$ cat src/rtl/pcs_pkg.sv
package pcs_pkg;
  localparam int ADDR_W = 16;
  localparam int BYTE_W = 8;
  localparam logic [BYTE_W-1:0] PREFIX_BYTE = 8'hCB;

  localparam logic [2:0] OP_JUMP = 3'd0;
  localparam logic [2:0] OP_CALL = 3'd1;
  localparam logic [2:0] OP_RET  = 3'd2;
  localparam logic [2:0] OP_PUSH = 3'd3;
  localparam logic [2:0] OP_POP  = 3'd4;

  localparam logic [2:0] CC_NZ  = 3'd0;
  localparam logic [2:0] CC_Z   = 3'd1;
  localparam logic [2:0] CC_NC  = 3'd2;
  localparam logic [2:0] CC_C   = 3'd3;
  localparam logic [2:0] CC_ALW = 3'd4;

  typedef enum logic [2:0] {
    ADDR_PC, ADDR_PC1, ADDR_OPLO, ADDR_OPHI, ADDR_SPM1, ADDR_SP
  } addr_sel_e;

  typedef enum logic [1:0] {
    PC_HOLD, PC_FALL, PC_BUS, PC_WORD
  } pc_sel_e;

  typedef struct packed {
    addr_sel_e addrSel;
    logic      rd;
    logic      wr;
    logic      wrHigh;
    logic      pushRet;
    logic      fallLong;
    logic      latchOp;
    logic      setPfx;
    logic      clrPfx;
    logic      latchLo;
    logic      latchHi;
    logic      spDec;
    logic      spInc;
    logic      capPop;
    pc_sel_e   pcSel;
  } ctrl_t;
endpackage

$ cat src/rtl/pcs_cond.sv
module pcs_cond
  import pcs_pkg::*;
(
  input  logic [2:0] condSel,
  input  logic       flagZero,
  input  logic       flagCarry,
  output logic       taken
);
  always_comb begin
    case (condSel)
      CC_NZ:   taken = !flagZero;
      CC_Z:    taken = flagZero;
      CC_NC:   taken = !flagCarry;
      CC_C:    taken = flagCarry;
      CC_ALW:  taken = 1'b1;
      default: taken = 1'b0;
    endcase
  end
endmodule

$ cat src/rtl/pcs_dpath.sv
module pcs_dpath
  import pcs_pkg::*;
#(
  parameter logic [ADDR_W-1:0] PC_RESET = '0,
  parameter logic [ADDR_W-1:0] SP_RESET = 16'hFFFE
) (
  input  logic               clk,
  input  logic               rst_n,
  input  ctrl_t              ctrl,
  input  logic [BYTE_W-1:0]  memRdata,
  input  logic [ADDR_W-1:0]  pushData,
  output logic [ADDR_W-1:0]  memAddr,
  output logic [BYTE_W-1:0]  memWdata,
  output logic [BYTE_W-1:0]  opcode,
  output logic               prefixed,
  output logic [ADDR_W-1:0]  pc,
  output logic [ADDR_W-1:0]  sp,
  output logic [ADDR_W-1:0]  popData
);
  localparam logic [ADDR_W-1:0] ONE   = ADDR_W'(1);
  localparam logic [ADDR_W-1:0] THREE = ADDR_W'(3);

  logic [ADDR_W-1:0] pcR, spR, wordR, popR;
  logic [BYTE_W-1:0] opcodeR;
  logic              pfxR;
  logic [ADDR_W-1:0] pfxOff, opBase, fallPc, pushVal, busWord;

  always_comb begin
    pfxOff  = {{(ADDR_W-1){1'b0}}, pfxR};
    opBase  = pcR + ONE + pfxOff;
    fallPc  = pcR + (ctrl.fallLong ? THREE : ONE) + pfxOff;
    pushVal = ctrl.pushRet ? fallPc : pushData;
    busWord = {memRdata, wordR[BYTE_W-1:0]};
    case (ctrl.addrSel)
      ADDR_PC:   memAddr = pcR;
      ADDR_PC1:  memAddr = pcR + ONE;
      ADDR_OPLO: memAddr = opBase;
      ADDR_OPHI: memAddr = opBase + ONE;
      ADDR_SPM1: memAddr = spR - ONE;
      ADDR_SP:   memAddr = spR;
      default:   memAddr = pcR;
    endcase
    memWdata = ctrl.wrHigh ? pushVal[ADDR_W-1:BYTE_W] : pushVal[BYTE_W-1:0];
  end

  always_ff @(posedge clk) begin
    if (!rst_n) begin
      pcR     <= PC_RESET;
      spR     <= SP_RESET;
      wordR   <= '0;
      popR    <= '0;
      opcodeR <= '0;
      pfxR    <= 1'b0;
    end else begin
      if (ctrl.latchOp) opcodeR <= memRdata;
      if (ctrl.clrPfx)  pfxR <= 1'b0;
      if (ctrl.setPfx)  pfxR <= 1'b1;
      if (ctrl.latchLo) wordR[BYTE_W-1:0] <= memRdata;
      if (ctrl.latchHi) wordR[ADDR_W-1:BYTE_W] <= memRdata;
      if (ctrl.spDec)   spR <= spR - ONE;
      else if (ctrl.spInc) spR <= spR + ONE;
      if (ctrl.capPop)  popR <= busWord;
      case (ctrl.pcSel)
        PC_FALL: pcR <= fallPc;
        PC_BUS:  pcR <= busWord;
        PC_WORD: pcR <= wordR;
        default: pcR <= pcR;
      endcase
    end
  end

  assign opcode   = opcodeR;
  assign prefixed = pfxR;
  assign pc       = pcR;
  assign sp       = spR;
  assign popData  = popR;
endmodule

$ cat src/rtl/pcs_ctrl.sv
module pcs_ctrl
  import pcs_pkg::*;
(
  input  logic              clk,
  input  logic              rst_n,
  input  logic              start,
  input  logic [2:0]        opKind,
  input  logic              taken,
  input  logic [BYTE_W-1:0] memRdata,
  output ctrl_t             ctrl,
  output logic              decodeReq,
  output logic              done,
  output logic              error,
  output logic              busy
);
  typedef enum logic [3:0] {
    S_IDLE, S_FETCH, S_FETCH2, S_DECODE, S_RDLO, S_RDHI,
    S_PUSHHI, S_PUSHLO, S_POPLO, S_POPHI, S_DONE
  } state_e;

  state_e state, nextState;
  logic [2:0] opR;
  logic errR, errSet;
  logic isCall;

  assign isCall = (opR == OP_CALL);

  always_comb begin
    ctrl          = '0;
    ctrl.addrSel  = ADDR_PC;
    ctrl.pcSel    = PC_HOLD;
    nextState     = state;
    errSet        = 1'b0;
    unique case (state)
      S_IDLE: if (start) nextState = S_FETCH;
      S_FETCH: begin
        ctrl.rd = 1'b1; ctrl.latchOp = 1'b1; ctrl.clrPfx = 1'b1;
        nextState = (memRdata == PREFIX_BYTE) ? S_FETCH2 : S_DECODE;
      end
      S_FETCH2: begin
        ctrl.addrSel = ADDR_PC1;
        ctrl.rd = 1'b1; ctrl.latchOp = 1'b1; ctrl.setPfx = 1'b1;
        nextState = S_DECODE;
      end
      S_DECODE: begin
        case (opKind)
          OP_JUMP, OP_CALL: begin
            if (taken) nextState = S_RDLO;
            else begin
              ctrl.fallLong = 1'b1; ctrl.pcSel = PC_FALL; nextState = S_DONE;
            end
          end
          OP_RET: begin
            if (taken) nextState = S_POPLO;
            else begin
              ctrl.pcSel = PC_FALL; nextState = S_DONE;
            end
          end
          OP_PUSH: nextState = S_PUSHHI;
          OP_POP:  nextState = S_POPLO;
          default: begin
            errSet = 1'b1; nextState = S_DONE;
          end
        endcase
      end
      S_RDLO: begin
        ctrl.addrSel = ADDR_OPLO; ctrl.rd = 1'b1; ctrl.latchLo = 1'b1;
        nextState = S_RDHI;
      end
      S_RDHI: begin
        ctrl.addrSel = ADDR_OPHI; ctrl.rd = 1'b1; ctrl.latchHi = 1'b1;
        if (isCall) nextState = S_PUSHHI;
        else begin
          ctrl.pcSel = PC_BUS; nextState = S_DONE;
        end
      end
      S_PUSHHI: begin
        ctrl.addrSel = ADDR_SPM1; ctrl.wr = 1'b1; ctrl.wrHigh = 1'b1;
        ctrl.spDec = 1'b1; ctrl.pushRet = isCall; ctrl.fallLong = isCall;
        nextState = S_PUSHLO;
      end
      S_PUSHLO: begin
        ctrl.addrSel = ADDR_SPM1; ctrl.wr = 1'b1; ctrl.spDec = 1'b1;
        ctrl.pushRet = isCall; ctrl.fallLong = isCall;
        ctrl.pcSel = isCall ? PC_WORD : PC_FALL;
        nextState = S_DONE;
      end
      S_POPLO: begin
        ctrl.addrSel = ADDR_SP; ctrl.rd = 1'b1; ctrl.latchLo = 1'b1; ctrl.spInc = 1'b1;
        nextState = S_POPHI;
      end
      S_POPHI: begin
        ctrl.addrSel = ADDR_SP; ctrl.rd = 1'b1; ctrl.spInc = 1'b1;
        if (opR == OP_RET) ctrl.pcSel = PC_BUS;
        else begin
          ctrl.capPop = 1'b1; ctrl.pcSel = PC_FALL;
        end
        nextState = S_DONE;
      end
      S_DONE: nextState = S_IDLE;
      default: nextState = S_IDLE;
    endcase
  end

  always_ff @(posedge clk) begin
    if (!rst_n) begin
      state <= S_IDLE;
      opR   <= '0;
      errR  <= 1'b0;
    end else begin
      state <= nextState;
      if (state == S_DECODE) opR <= opKind;
      if (state == S_IDLE && start) errR <= 1'b0;
      else if (errSet) errR <= 1'b1;
    end
  end

  assign decodeReq = (state == S_DECODE);
  assign done      = (state == S_DONE);
  assign error     = errR;
  assign busy      = (state != S_IDLE);
endmodule

$ cat src/rtl/pc_stack_seq.sv
module pc_stack_seq
  import pcs_pkg::*;
#(
  parameter logic [15:0] PC_RESET = 16'h0000,
  parameter logic [15:0] SP_RESET = 16'hFFFE
) (
  input  logic        clk,
  input  logic        rst_n,
  input  logic        start,
  input  logic [2:0]  opKind,
  input  logic [2:0]  condSel,
  input  logic        flagZero,
  input  logic        flagCarry,
  input  logic [15:0] pushData,
  input  logic [7:0]  memRdata,
  output logic [15:0] memAddr,
  output logic        memRead,
  output logic        memWrite,
  output logic [7:0]  memWdata,
  output logic [7:0]  opcode,
  output logic        prefixed,
  output logic        decodeReq,
  output logic [15:0] pc,
  output logic [15:0] sp,
  output logic [15:0] popData,
  output logic        done,
  output logic        error,
  output logic        busy
);
  ctrl_t ctrl;
  logic  taken;

  pcs_cond u_cond (
    .condSel(condSel), .flagZero(flagZero), .flagCarry(flagCarry), .taken(taken)
  );

  pcs_ctrl u_ctrl (
    .clk(clk), .rst_n(rst_n), .start(start), .opKind(opKind), .taken(taken),
    .memRdata(memRdata), .ctrl(ctrl), .decodeReq(decodeReq), .done(done),
    .error(error), .busy(busy)
  );

  pcs_dpath #(.PC_RESET(PC_RESET), .SP_RESET(SP_RESET)) u_dpath (
    .clk(clk), .rst_n(rst_n), .ctrl(ctrl), .memRdata(memRdata), .pushData(pushData),
    .memAddr(memAddr), .memWdata(memWdata), .opcode(opcode), .prefixed(prefixed),
    .pc(pc), .sp(sp), .popData(popData)
  );

  assign memRead  = ctrl.rd;
  assign memWrite = ctrl.wr;
endmodule

$ cat config.mk
export PLATFORM = sky130hd
export DESIGN_NAME = pc_stack_seq
export DESIGN_NICKNAME = d
export VERILOG_FILES = /design/src/rtl/pcs_pkg.sv /design/src/rtl/pcs_cond.sv /design/src/rtl/pcs_dpath.sv /design/src/rtl/pcs_ctrl.sv /design/src/rtl/pc_stack_seq.sv
export SDC_FILE = /design/constraint.sdc
export NUM_CORES = 1
export LEC_CHECK = 0
export BUFFER_PORTS_ARGS = -buffer_cell sky130_fd_sc_hd__buf_2
export CAP_MARGIN = 20
export CORE_MARGIN = 4
export CORE_UTILIZATION = 57
export CTS_CLUSTER_SIZE = 8
export DETAILED_ROUTE_END_ITERATION = 8
export GPL_TIMING_DRIVEN = 0
export PLACE_DENSITY_LB_ADDON = 0.2
export SLEW_MARGIN = 10
export SYNTH_ARGS = -nofsm -noshare
export SYNTH_HDL_FRONTEND = slang
export SYNTH_SLANG_ARGS = --single-unit
$ cat constraint.sdc
create_clock -name clk -period 4.84 [get_ports clk]
set_clock_uncertainty 0.2 [all_clocks]
set_input_delay 0.484 -clock clk [delete_from_list [all_inputs] [get_ports clk]]
set_output_delay 0.484 -clock clk [all_outputs]
set_load 0.01 [all_outputs]
==> After elaboration in Yosys (flattened, before gate mapping) <==
Index checks and enable logic that the tools add are counted.
{ "word_totals": {"regBits": 81, "input_bits": 35, "word_cells": 109} }
{ "op_classes": {"add_sub_neg": 7, "n_eq_ne": 30, "mux": 41, "bitwise": 1, "reduce_logical": 20} }
{ "op_table": {"columns": ["op", "n"], "rows": [
  ["one-hot mux 16 bit (5 select lines)", 1],
  ["adder 16 x 1 -> 16 bit (second input constant)", 3],
  ["two-way mux 16 bit", 3],
  ["one-hot mux 16 bit (3 select lines)", 1],
  ["one-hot mux 4 bit (9 select lines)", 1],
  ["adder 16 x 1 -> 16 bit", 2],
  ["equality test 3 x 2 -> 1 bit (second input constant)", 7],
  ["two-way mux 1 bit", 20],
  ["adder 16 bit", 1],
  ["equality test 4 x 3 -> 1 bit (second input constant)", 4],
  ["one-hot mux 4 bit (4 select lines)", 1],
  ["subtractor 16 x 1 -> 16 bit (second input constant)", 1],
  ["one-hot mux 3 bit (5 select lines)", 1],
  ["OR reduction 2 bit", 7],
  ["equality test 3 x 1 -> 1 bit (second input constant)", 4],
  ["equality test 3 bit (second input constant)", 4],
  ["equality test 4 bit (second input constant)", 3],
  ["two-way mux 2 bit", 6],
  ["two-way mux 4 bit", 3],
  ["equality test 4 x 2 -> 1 bit (second input constant)", 2],
  ["equality test 8 bit (second input constant)", 1],
  ["two-way mux 8 bit", 1],
  ["one-hot mux 2 bit (4 select lines)", 1],
  ["zero test 3 bit", 2],
  ["other kinds (16)", 19]
]} }

==> Longest topological paths before layout <==
Gate-level depths: netlist of run 1.
{ "depth": {"ltp_word": 10, "depth_mapped": 16, "mapped_depth_nobuf": 15} }

==> Hierarchy <==
Synthesis of run 1 repeated with hierarchy kept, for this count alone.
{ "hier_totals": {"hier_cells": 827, "area_unflattened_um2": 6478.7} }
{ "modules_own_cells": {"columns": ["mod", "instances", "cells_each", "area_each_um2", "seq_area_each_um2"], "rows": [
  ["pcs_dpath", 1, 724, 5748.0, 1461.4],
  ["pcs_ctrl", 1, 98, 693.2, 160.2],
  ["pcs_cond", 1, 5, 37.5, 0.0]
]} }

==> Worst setup path after synthesis of run 1 <==
No wires, ideal clock.
{ "synth_path": {"path_kind": "flip-flop to output port", "startpoint": "register u_ctrl.state[2]", "endpoint": "output memWdata[7]", "arrival_ps": 3204, "t_required_ps": 4156, "slack_ps": 952, "path_stages_with_launch": 16, "path_buffers": 1, "path_cell_list": "dfxtp_1 -> nor2b_1 -> nand2_1 -> clkinv_1 -> buf_1 -> nand2_1 -> o31ai_1 -> ha_1 -> nor2b_1 -> o21ai_0 -> nor2_1 -> nand3_1 -> nor2_1 -> xor2_1 -> o22ai_1 -> o21ai_0"} }
{ "synth_via": {"elab_chain_cells": 8} }
{ "synth_lines": {"columns": ["item", "line_no", "rtl"], "rows": [
  ["start, declared", "pcs_ctrl.sv:21", "state_e state, nextState;"],
  ["start signal, assigned", "pcs_ctrl.sv:111", "state <= nextState;"],
  ["equality test 4 x 3 -> 1 bit", "pcs_ctrl.sv:34", "unique case (state)"],
  ["OR reduction 2 bit (no line)", null, null],
  ["one-hot mux 1 bit (2 select lines)", "pcs_ctrl.sv:34", null],
  ["two-way mux 2 bit", "pcs_dpath.sv:31", "fallPc = pcR + (ctrl.fallLong ? THREE : ONE) + pfxOff;"],
  ["adder 16 bit", "pcs_dpath.sv:31", null],
  ["adder 16 x 1 -> 16 bit", "pcs_dpath.sv:31", null],
  ["two-way mux 16 bit", "pcs_dpath.sv:32", "pushVal = ctrl.pushRet ? fallPc : pushData;"],
  ["two-way mux 8 bit *", "pcs_dpath.sv:43", "memWdata = ctrl.wrHigh ? pushVal[ADDR_W-1:BYTE_W] : pushVal[BYTE_W-1:0];"],
  ["end, declared", "pc_stack_seq.sv:19", "output logic [7:0] memWdata,"]
]} }
Every way passes the cells marked *; elsewhere a longest branch is shown, timed or not.

==> Final worst setup path of run 1 <==
{ "layout_path": {"startpoint": "register u_ctrl.state[2]", "endpoint": "output memWdata[1]"} }
Same word-level chain as after synthesis.

==> out/qor.txt, run 1 <==
worst slew pin tran = 0.914 ns
worst hold path class = input pin to register
RSZ-0062 raised after global routing = false
Synth area leaders = dfxtp_1 (25%), nand2_1 (7.6%), xnor2_1 (5.6%), mux2i_1 (5.2%), xor2_1 (4.5%)
GP Congestion = 0.981
core area = 10900 um^2
cells on worst reg2reg path = 14
Synth Area in Adders = 0.0189
main combinational cell family by area after synthesis = simple AND/OR/NAND/NOR gates
pin count of the biggest net entering global routing = 17
Post-Place Setup Slack = -0.205 ns
vias = 6927
post-detail-place hpwl = 16100 um
Lkg Pwr = 3.00 nW
Seq cells post-synth = 81
fin util = 0.677
Worst slew margin = 0.386
first-pass GRT wire length = 32600 um
grt ovf = 0
Worst Path Arrival = 3.91 ns
part of the cycle the worst path needs = 0.950
DRC viols = 0
Starting Density = 0.585
Layout area overhead = 15.8%
Critical Path Sink Type = output pin
Max clock buf depth = 2
CP Max Fanout = 16
drt via density = 6.08
commonest cells in the netlist = nand2_1 (129), dfxtp_1 (81), nor2_1 (75)
post-synth top area share = 0.255
first-pass detailed-route iteration total = 5
Synth Area in Compound Gates = 0.234
top_reg_cell synth = dfxtp_1
post-synth cell types = 84
multi-input logic area = 4430 um^2
Power Density = 207 nW/um^2
WS Path Type = register to output pin
top-count cell post-synth = nand2_1
WP data required = 4.16 ns
Setup WS post-layout = 0.244 ns
overall global routing resource usage = 0.315
share of cells above drive strength 1 = 0.178
initial antenna violation count = 0
Reg2Reg Setup Slack = 1.23 ns
H-tree Lvls = 3
TritonCTS Sinks = 81
Die Y = 114 um
Final Max Slew Viols = 0
Net Count, Synth = 909
Routed Antenna Nets = 0
hold_buf cts = 0
Mapped Area = 6370 um^2
Yosys warnings = 0
hold endpoint = u_ctrl.error
Hold Path Depth = 3
TritonCTS Buffers = 9
HP Start = start
Crit. Startpoint = u_ctrl.state[2]
I/O Pins = 122
worst reg2reg path startpoint = u_ctrl.state[2]
R2R Path End = u_dpath.pc[13]
Seq. cell area = 1620 um^2
Die X = 114 um
I/O Buffers = 119
post-synth top area cell = dfxtp_1
Nets = 1039
average size of a mapped cell = 7.36 um^2
final hold vios = 0
# setup viols final = 0
FFs w/ async S/R, synth = 0
# Post-CTS Setup Buffers = 0
Max VDD drop = 0.180 mV
Post-Synthesis Cells = 865
FILL cells = 995
CTS tree = yes
Antenna Cells = 0
CP Launch Type = register
CTS clk-pin slew, worst paths = 0.09 ns
Worst-Skew Late Latency = 0.38 ns
status = complete, no violations
fmax = 0.218 GHz
Root Driver = clkbuf_8
post-synthesis mux area share = 0.0537
post-synthesis xor/xnor area fraction = 0.104
Max Cap Violations = 0
simple-gate portion of the synthesized area = 0.283
fin area = 7370 um^2
WL final = 20400 um
post-synthesis sequential area ratio = 0.255
Die ar. = 12900 um^2
vias in the first global route = 6429
Tmin final = 4.60 ns
starting DRC count in detailed routing = 697
number of synthesized flops with an enable pin = 0
DP Area = 7140 um^2
WL per Instance = 17.9 um
# rows = 38
-- critical path, cell delays in order (launching register included) --
cell	delay, ns
dfxtp_1	0.35
nor2b_1	0.18
nand2_1	0.16
clkinv_2	0.27
nand2_2	0.30
o31ai_2	0.16
ha_1	0.31
nor2b_1	0.13
o21ai_1	0.14
nor2_1	0.31
nand3_2	0.27
nor2_1	0.20
xnor2_1	0.15
nor2_1	0.09
a21oi_1	0.22
a21oi_1	0.10
buf_2	0.17
-- logic make-up (layout without fill, tap and decap cells) --
kind of cell / after synthesis / count (layout)
XOR/XNOR: 75 / 75
adder cells (fa/ha/maj): 9 / 9
buffers and inverters: 80 / 214
multiplexers: 34 / 34
AO/OA/AOI/OAI: 221 / 221
flip-flops: 81 / 81
AND/OR/NAND/NOR: 365 / 365
-- worst max-delay path by stage --
stage | endpoint | slack [ns] | cells after the start
finish | memWdata[1] | 0.24 | 16
global route | memWdata[1] | 0.03 | 16
CTS | memWdata[1] | 0.12 | 16
detailed placement | memWdata[1] | -0.20 | 17
global placement | memWdata[1] | -0.13 | 17
floorplan | memWdata[7] | 0.95 | 15
-- per-stage QoR --
| step | std cells | hold slack [ns] | setup TNS [ns] | total power [W] |
|---|---|---|---|---|
| after CTS | 1139 | 0.207 | 0 | 0.00152 |
| after floorplan | 865 | 0.243 | 0 | 0.000872 |
| final | 1139 | 0.218 | 0 | 0.00153 |
| after detailed placement | 1125 | 0.258 | -0.330 | 0.000975 |
| after global routing | 1139 | 0.203 | 0 | 0.00159 |
| after global placement | 1124 | 0.251 | -0.130 | 0.000971 |
-- what timing repair did --
action	4_1_cts	5_1_grt
resized for setup	4	3
pin swaps	0	1
setup endpoints to repair	4	4
cloned	0	0
-- power by group --
group | internal [W] | leakage (nW) | total (W) | switching, W
combinational | 0.000105 | 2.24 | 0.000275 | 0.000170
clock | 0.000290 | 0.106 | 0.000563 | 0.000273
sequential | 0.000680 | 0.655 | 0.000690 | 0.00000957
-- registers in the layout (all words and copies together), names as in the netlist --
signal and cells:
u_dpath.opcode 8, u_dpath.pc 16, u_ctrl.state 4, u_ctrl.error 1, u_dpath.prefixed 1, u_ctrl.opR 3
u_dpath.sp 16, u_dpath.popData 16, u_dpath.wordR 16
-- final cells by class --
cell class / count / share of cell area
multi-input combinational: 704 / 0.602
clock buffer: 9 / 0.0168
inverter: 17 / 0.00883
buffer: 62 / 0.0353
timing repair buffer: 120 / 0.0815
tap: 140 / 0.0238
sequential: 81 / 0.220
clock inverter: 6 / 0.0122
-- placed cells by master (no fill, tap or decap), types with 10 or more instances in the layout --
master / netlist / routed
buf_2: 14 / 133
a21oi_1: 45 / 45
inv_1: 16 / 16
nor2b_1: 36 / 36
o211ai_1: 10 / 10
nand4_1: 10 / 10
o21ai_0: 40 / 39
xnor2_1: 41 / 41
nand3_1: 23 / 22
mux2i_1: 33 / 33
nor2_1: 75 / 74
o22ai_1: 15 / 15
xor2_1: 33 / 33
dfxtp_1: 81 / 81
clkbuf_1: 43 / 43
a21boi_0: 25 / 25
a31oi_1: 12 / 12
nor3_1: 32 / 32
nand2_1: 129 / 128
-- routing by layer --
metal,vias up,GRT usage,part of all wire
met2,314,0.484,0.44
li1,3337,-,-
met5,-,0,0
met4,0,0.125,0.030
met3,41,0.0700,0.098
met1,3235,0.429,0.44
Note: power is estimated with default switching activity, not from simulation.
==> run 2: changes to the inputs <==
--- a/config.mk
+++ b/config.mk
@@ -12,6 +12,7 @@
 export CTS_CLUSTER_SIZE = 8
 export DETAILED_ROUTE_END_ITERATION = 8
 export GPL_TIMING_DRIVEN = 0
+export MAX_ROUTING_LAYER = met4
 export PLACE_DENSITY_LB_ADDON = 0.2
 export SLEW_MARGIN = 10
 export SYNTH_ARGS = -nofsm -noshare
==> constraint.sdc (replaced) <==
create_clock -name clk -period 4.84 [get_ports clk]
set_clock_uncertainty 0.2 [all_clocks]
set_input_delay 0.968 -clock clk [delete_from_list [all_inputs] [get_ports clk]]
set_output_delay 0.968 -clock clk [all_outputs]
set_load 0.01 [all_outputs]
==> out/qor.txt, run 2 (synthesis results as in run 1) <==
WP data required = 3.67 ns (was 4.16 ns)
Max clock buf depth = 2 (unchanged)
most frequent cells in the layout = buf_2 (133), nand2_1 (128), dfxtp_1 (80), nor2_1 (71) (was buf_2 (133), nand2_1 (128), dfxtp_1 (81), nor2_1 (74), a21oi_1 (45))
gr busiest metal = met2 (unchanged)
Placed Cells = 1125 (unchanged)
Critical Path Sink Type = output pin (unchanged)
Worst-Skew Late Latency = 0.39 ns (was 0.38 ns)
TritonCTS Sinks = 81 (unchanged)
Setup WS post-layout = 0.119 ns (was 0.244 ns)
TritonCTS Buffers = 9 (unchanged)
cells on worst reg2reg path = 14 (unchanged)
CTS clk-pin slew, worst paths = 0.10 ns (was 0.09 ns)
GP Congestion = 1.02 (was 0.981)
Nets = 1042 (was 1039)
Layout area overhead = 17.3% (was 15.8%)
WL per Instance = 18.0 um (was 17.9 um)
Reg2Reg Setup Slack = 1.49 ns (was 1.23 ns)
starting DRC count in detailed routing = 679 (was 697)
CTS tree = yes (unchanged)
worst hold path class = register to register (was input pin to register)
I/O Buffers = 119 (unchanged)
overall global routing resource usage = 0.320 (was 0.315)
met3 Track Usage GR = 0.0451 (was 0.0700)
Power Density = 195 nW/um^2 (was 207 nW/um^2)
# setup viols final = 0 (unchanged)
final hold vios = 0 (unchanged)
Max Cap Violations = 0 (unchanged)
hold endpoint = u_dpath.popData[14] (was u_ctrl.error)
core area = 10900 um^2 (unchanged)
I/O Pins = 122 (unchanged)
CP Launch Type = register (unchanged)
status = complete, no violations (unchanged)
fin area = 7470 um^2 (was 7370 um^2)
Max VDD drop = 0.189 mV (was 0.180 mV)
first-pass GRT wire length = 32400 um (was 32600 um)
Starting Density = 0.585 (unchanged)
WL final = 20600 um (was 20400 um)
Die Y = 114 um (unchanged)
post-detail-place hpwl = 15900 um (was 16100 um)
CP Max Fanout = 10 (was 16)
# rows = 38 (unchanged)
share of cells above drive strength 1 = 0.196 (was 0.178)
Routed Antenna Nets = 0 (unchanged)
Final Max Slew Viols = 0 (unchanged)
Worst slew margin = 0.380 (was 0.386)
initial antenna violation count = 1 (was 0)
fmax = 0.212 GHz (was 0.218 GHz)
Lkg Pwr = 3.03 nW (was 3.00 nW)
met1 Usage GRT = 0.445 (was 0.429)
fin cells = 1144 (was 1139)
part of the cycle the worst path needs = 0.975 (was 0.950)
WS Path Type = register to output pin (unchanged)
worst slew pin tran = 0.923 ns (was 0.914 ns)
drt via density = 6.14 (was 6.08)
grt ovf = 0 (unchanged)
DRC viols = 0 (unchanged)
vias in the first global route = 6259 (was 6429)
Root Driver = clkbuf_8 (unchanged)
pin count of the biggest net entering global routing = 17 (unchanged)
M2 GR Usage = 0.474 (was 0.484)
DP Area = 7140 um^2 (unchanged)
first-pass detailed-route iteration total = 6 (was 5)
Tmin final = 4.72 ns (was 4.60 ns)
Die ar. = 12900 um^2 (unchanged)
HP Start = u_dpath.popData[14] (was start)
worst reg2reg path startpoint = u_ctrl.state[2] (unchanged)
Worst Path Arrival = 3.55 ns (was 3.91 ns)
R2R Path End = u_dpath.pc[13] (unchanged)
vias = 7026 (was 6927)
H-tree Lvls = 3 (unchanged)
setup_tns = 0 ns (unchanged)
Die X = 114 um (unchanged)
Post-Place Setup Slack = -0.812 ns (was -0.205 ns)
Hold Path Depth = 2 (was 3)
FILL cells = 990 (was 995)
most common cell after layout, fill and taps aside = buf_2 (unchanged)
run 2: changes by cell type in the layout (fill, tap and decap cells not counted), sizes merged:
cell and delta:
bufinv -2, inv +2, clkinvlp +1, clkbuf -1, diode +1, buf +4
run 2: area by class of cell:
type / count / area [um^2] / area share
multi-input cells: 704 / 4530 / 0.607
well taps: 140 / 175 / 0.0235
inverters: 17 / 65.1 / 0.00871
plain buffers: 62 / 265 / 0.0355
clock buffers: 9 / 124 / 0.0166
flip-flops and latches: 81 / 1620 / 0.217
repair buffers: 123 / 623 / 0.0834
diodes: 1 / 2.50 / 0.000335
clock inverters: 7 / 60.1 / 0.00804
run 2: per-stage QoR:
| stage | power [W] | hold slack (ns) | util |
|---|---|---|---|
| 4_1_cts | 0.00145 | 0.271 | 0.679 |
| 6_report | 0.00146 | 0.267 | 0.686 |
| 3_3_place_gp | 0.000972 | 0.250 | 0.655 |
| 3_5_place_dp | 0.000975 | 0.257 | 0.656 |
| 2_1_floorplan | 0.000872 | 0.243 | - |
| 5_1_grt | 0.00151 | 0.294 | 0.686 |
run 2: layer usage:
layer  vias up  part of all wire
li1       3347                 -
met1      3261              0.44
met2       367              0.43
met3        51             0.099
met4         0             0.025
met5         -                 0
run 2: worst max-delay path: stages, from the launching register on:
cell	delay (ns)
dfxtp_2	0.38
buf_6	0.16
inv_1	0.10
ha_1	0.26
ha_2	0.25
o21a_1	0.18
a31oi_1	0.18
a2bb2oi_2	0.20
xnor2_2	0.17
nand4_2	0.14
or4_4	0.54
xnor2_1	0.15
o21ai_1	0.17
o21a_1	0.14
buf_2	0.12
run 2: worst max-delay path by stage:
stage,from,end,slack [ns],cells after the start
after CTS,u_dpath.pc[0],memAddr[9],0.01,14
after global placement,condSel[0],memWdata[1],-0.70,17
after detailed placement,condSel[0],memWdata[1],-0.81,17
after global routing,condSel[0],memWdata[1],-0.02,17
after floorplan,flagCarry,memWdata[7],0.16,14
final,u_dpath.pc[0],memAddr[9],0.12,14
run 2: what timing repair did:
item,in CTS,in global routing
setup buffers,2,1
hold buffers,0,0
pin swaps,2,2
gates resized for setup,14,16
setup endpoints to repair,13,15
run 2: report_power, final:
part	switching (W)	internal [W]	leakage, nW	total [W]
clock network	0.000291	0.000196	0.0901	0.000487
registers	0.00000966	0.000680	0.655	0.000690
logic	0.000173	0.000107	2.28	0.000280
==> run 3: changes to the inputs <==
--- a/config.mk
+++ b/config.mk
@@ -7,8 +7,11 @@
 export LEC_CHECK = 0
 export BUFFER_PORTS_ARGS = -buffer_cell sky130_fd_sc_hd__buf_2
 export CAP_MARGIN = 20
+export CELL_PAD_IN_SITES_DETAIL_PLACEMENT = 1
+export CELL_PAD_IN_SITES_GLOBAL_PLACEMENT = 1
 export CORE_MARGIN = 4
-export CORE_UTILIZATION = 57
+export CORE_UTILIZATION = 41
+export CTS_BUF_LIST = sky130_fd_sc_hd__clkbuf_4 sky130_fd_sc_hd__clkbuf_8 sky130_fd_sc_hd__clkbuf_16
 export CTS_CLUSTER_SIZE = 8
 export DETAILED_ROUTE_END_ITERATION = 8
 export GPL_TIMING_DRIVEN = 0
==> out/qor.txt, run 3 (synthesis results as in run 1) <==
status = complete, no violations (unchanged)
first-pass GRT wire length = 37600 um (was 32400 um)
share of cells above drive strength 1 = 0.205 (was 0.196)
WL final = 24100 um (was 20600 um)
hold_buf cts = 0 (unchanged)
FILL cells = 1985 (was 990)
DRC viols = 0 (unchanged)
grt ovf = 0 (unchanged)
fmax = 0.213 GHz (was 0.212 GHz)
CP max stage cell = nor4_1 (was or4_4)
worst hold path class = register to register (unchanged)
Critical Path Sink Type = output pin (unchanged)
Max Cap Violations = 0 (unchanged)
I/O Buffers = 119 (unchanged)
WL per Instance = 20.2 um (was 18.0 um)
post-detail-place hpwl = 18700 um (was 15900 um)
CP most frequent cell = buf_2 (was o21a_1)
Die ar. = 17600 um^2 (was 12900 um^2)
fin area = 7700 um^2 (was 7470 um^2)
GP Congestion = 0.924 (was 1.02)
WS Path Type = register to output pin (unchanged)
Tmin final = 4.69 ns (was 4.72 ns)
Max clock buf depth = 2 (unchanged)
CP Max Fanout = 10 (unchanged)
Die Y = 133 um (was 114 um)
vias in the first global route = 6815 (was 6259)
CTS clk-pin slew, worst paths = 0.07 ns (was 0.10 ns)
most frequent cells in the layout = buf_2 (132), nand2_1 (127), dfxtp_1 (80), nor2_1 (72), clkbuf_1 (42) (was buf_2 (133), nand2_1 (128), dfxtp_1 (80), nor2_1 (71))
Die X = 133 um (was 114 um)
WHS = 0.264 ns (was 0.267 ns)
vias = 7006 (was 7026)
Layout area overhead = 21.0% (was 17.3%)
# rows = 45 (was 38)
starting DRC count in detailed routing = 551 (was 679)
core area = 15200 um^2 (was 10900 um^2)
Routed Antenna Nets = 0 (unchanged)
CP Launch Type = register (unchanged)
drt via density = 5.87 (was 6.14)
setup_tns = 0 ns (unchanged)
overall global routing resource usage = 0.275 (was 0.320)
CP cell instances = ha_1 > buf_2 > nand3_2 > nor4_1 > nor2_2 > nor3_1 > o211ai_1 > a211oi_2 > and4_1 > o21ai_1 > a21oi_1 > buf_2 (was buf_6 > inv_1 > ha_1 > ha_2 > o21a_1 > a31oi_1 > a2bb2oi_2 > xnor2_2 > nand4_2 > or4_4 > xnor2_1 > o21ai_1 > o21a_1 > buf_2)
total power = 0.00176 W (was 0.00146 W)
Worst-Skew Late Latency = 0.35 ns (was 0.39 ns)
Nets = 1045 (was 1042)
Max VDD drop = 0.181 mV (was 0.189 mV)
Post-Place Setup Slack = -0.935 ns (was -0.812 ns)
DP Area = 7200 um^2 (was 7140 um^2)
CTS tree = yes (unchanged)
TritonCTS Sinks = 81 (unchanged)
worst slew pin tran = 1.04 ns (was 0.923 ns)
Worst Path Arrival = 3.52 ns (was 3.55 ns)
pin count of the biggest net entering global routing = 17 (unchanged)
Power Density = 229 nW/um^2 (was 195 nW/um^2)
final hold vios = 0 (unchanged)
RSZ-0062 raised after global routing = false
I/O Pins = 122 (unchanged)
most common cell after layout, fill and taps aside = buf_2 (unchanged)
Final Max Slew Viols = 0 (unchanged)
Starting Density = 0.419 (was 0.585)
TritonCTS Buffers = 9 (unchanged)
part of the cycle the worst path needs = 0.968 (was 0.975)
WP data required = 3.67 ns (about the same)
Lkg Pwr = 3.11 nW (was 3.03 nW)
initial antenna violation count = 0 (was 1)
H-tree Lvls = 3 (unchanged)
first-pass detailed-route iteration total = 5 (was 6)
Setup WS post-layout = 0.153 ns (was 0.119 ns)
Worst slew margin = 0.302 (was 0.380)
Root Driver = clkbuf_16 (was clkbuf_8)
Worst path max stage delay = 0.50 ns (was 0.54 ns)
# setup viols final = 0 (unchanged)
Antenna Cells = 0 (was 1)
## run 3: cell count changes in the layout (fill, tap and decap cells not counted), sizes merged
cell      before  now
clkinv         2    3
clkbuf        52   51
buf          142  146
clkinvlp       2    0
inv           20   19
bufinv         0    2
diode          1    0
## run 3: routing by layer
layer / part of all wire / GRT usage
met1: 0.47 / 0.374
met2: 0.46 / 0.425
met3: 0.063 / 0.0475
met4: 0.016 / 0.0710
met5: 0 / -
## run 3: report_power, final
part           switching, W  leakage [nW]  internal, W
combinational      0.000183          2.30     0.000108
clock              0.000323         0.162     0.000458
sequential        0.0000104         0.655     0.000681
## run 3: path summary, 6_finish.rpt
path | startpoint | end | slack, ns | cells after the start
setup reg to reg | u_ctrl.state[1] | u_dpath.pc[13] | 1.43 | 15
hold / removal | u_dpath.popData[9] | u_dpath.popData[9] | 0.26 | 2
hold reg to reg | u_dpath.popData[9] | u_dpath.popData[9] | 0.26 | 2
setup / recovery | u_dpath.pc[1] | memAddr[14] | 0.15 | 12
## run 3: cell type report
class                      instances  area (um^2)  area share
multi-input combinational        704         4540       0.589
sequential                        81         1620       0.211
timing repair buffer             126          648      0.0841
buffer                            62          268      0.0348
tap                              188          235      0.0305
clock buffer                       9          225      0.0292
clock inverter                     7         98.8      0.0128
inverter                          17         65.1     0.00845
## run 3: critical path: cells and delay by family (launching register included)
kind / cells / cell delay [ns]
and+or+nand+nor: 5 / 1.35
AOI/OAI and AO/OA: 4 / 0.86
DFF: 1 / 0.44
buffers and inverters: 2 / 0.33
adders and majority gates: 1 / 0.18
## run 3: metrics by stage
step,util,std cells
3_3_place_gp,0.473,1172
2_1_floorplan,-,865
4_1_cts,0.500,1189
6_report,0.507,1194
5_1_grt,0.507,1194
3_5_place_dp,0.474,1172
## run 3: timing repair
| action | in CTS | in global routing |
|---|---|---|
| resized for setup | 17 | 21 |
| pin swaps | 2 | 9 |
| setup endpoints to repair | 16 | 14 |
| buffers inserted | 2 | 5 |
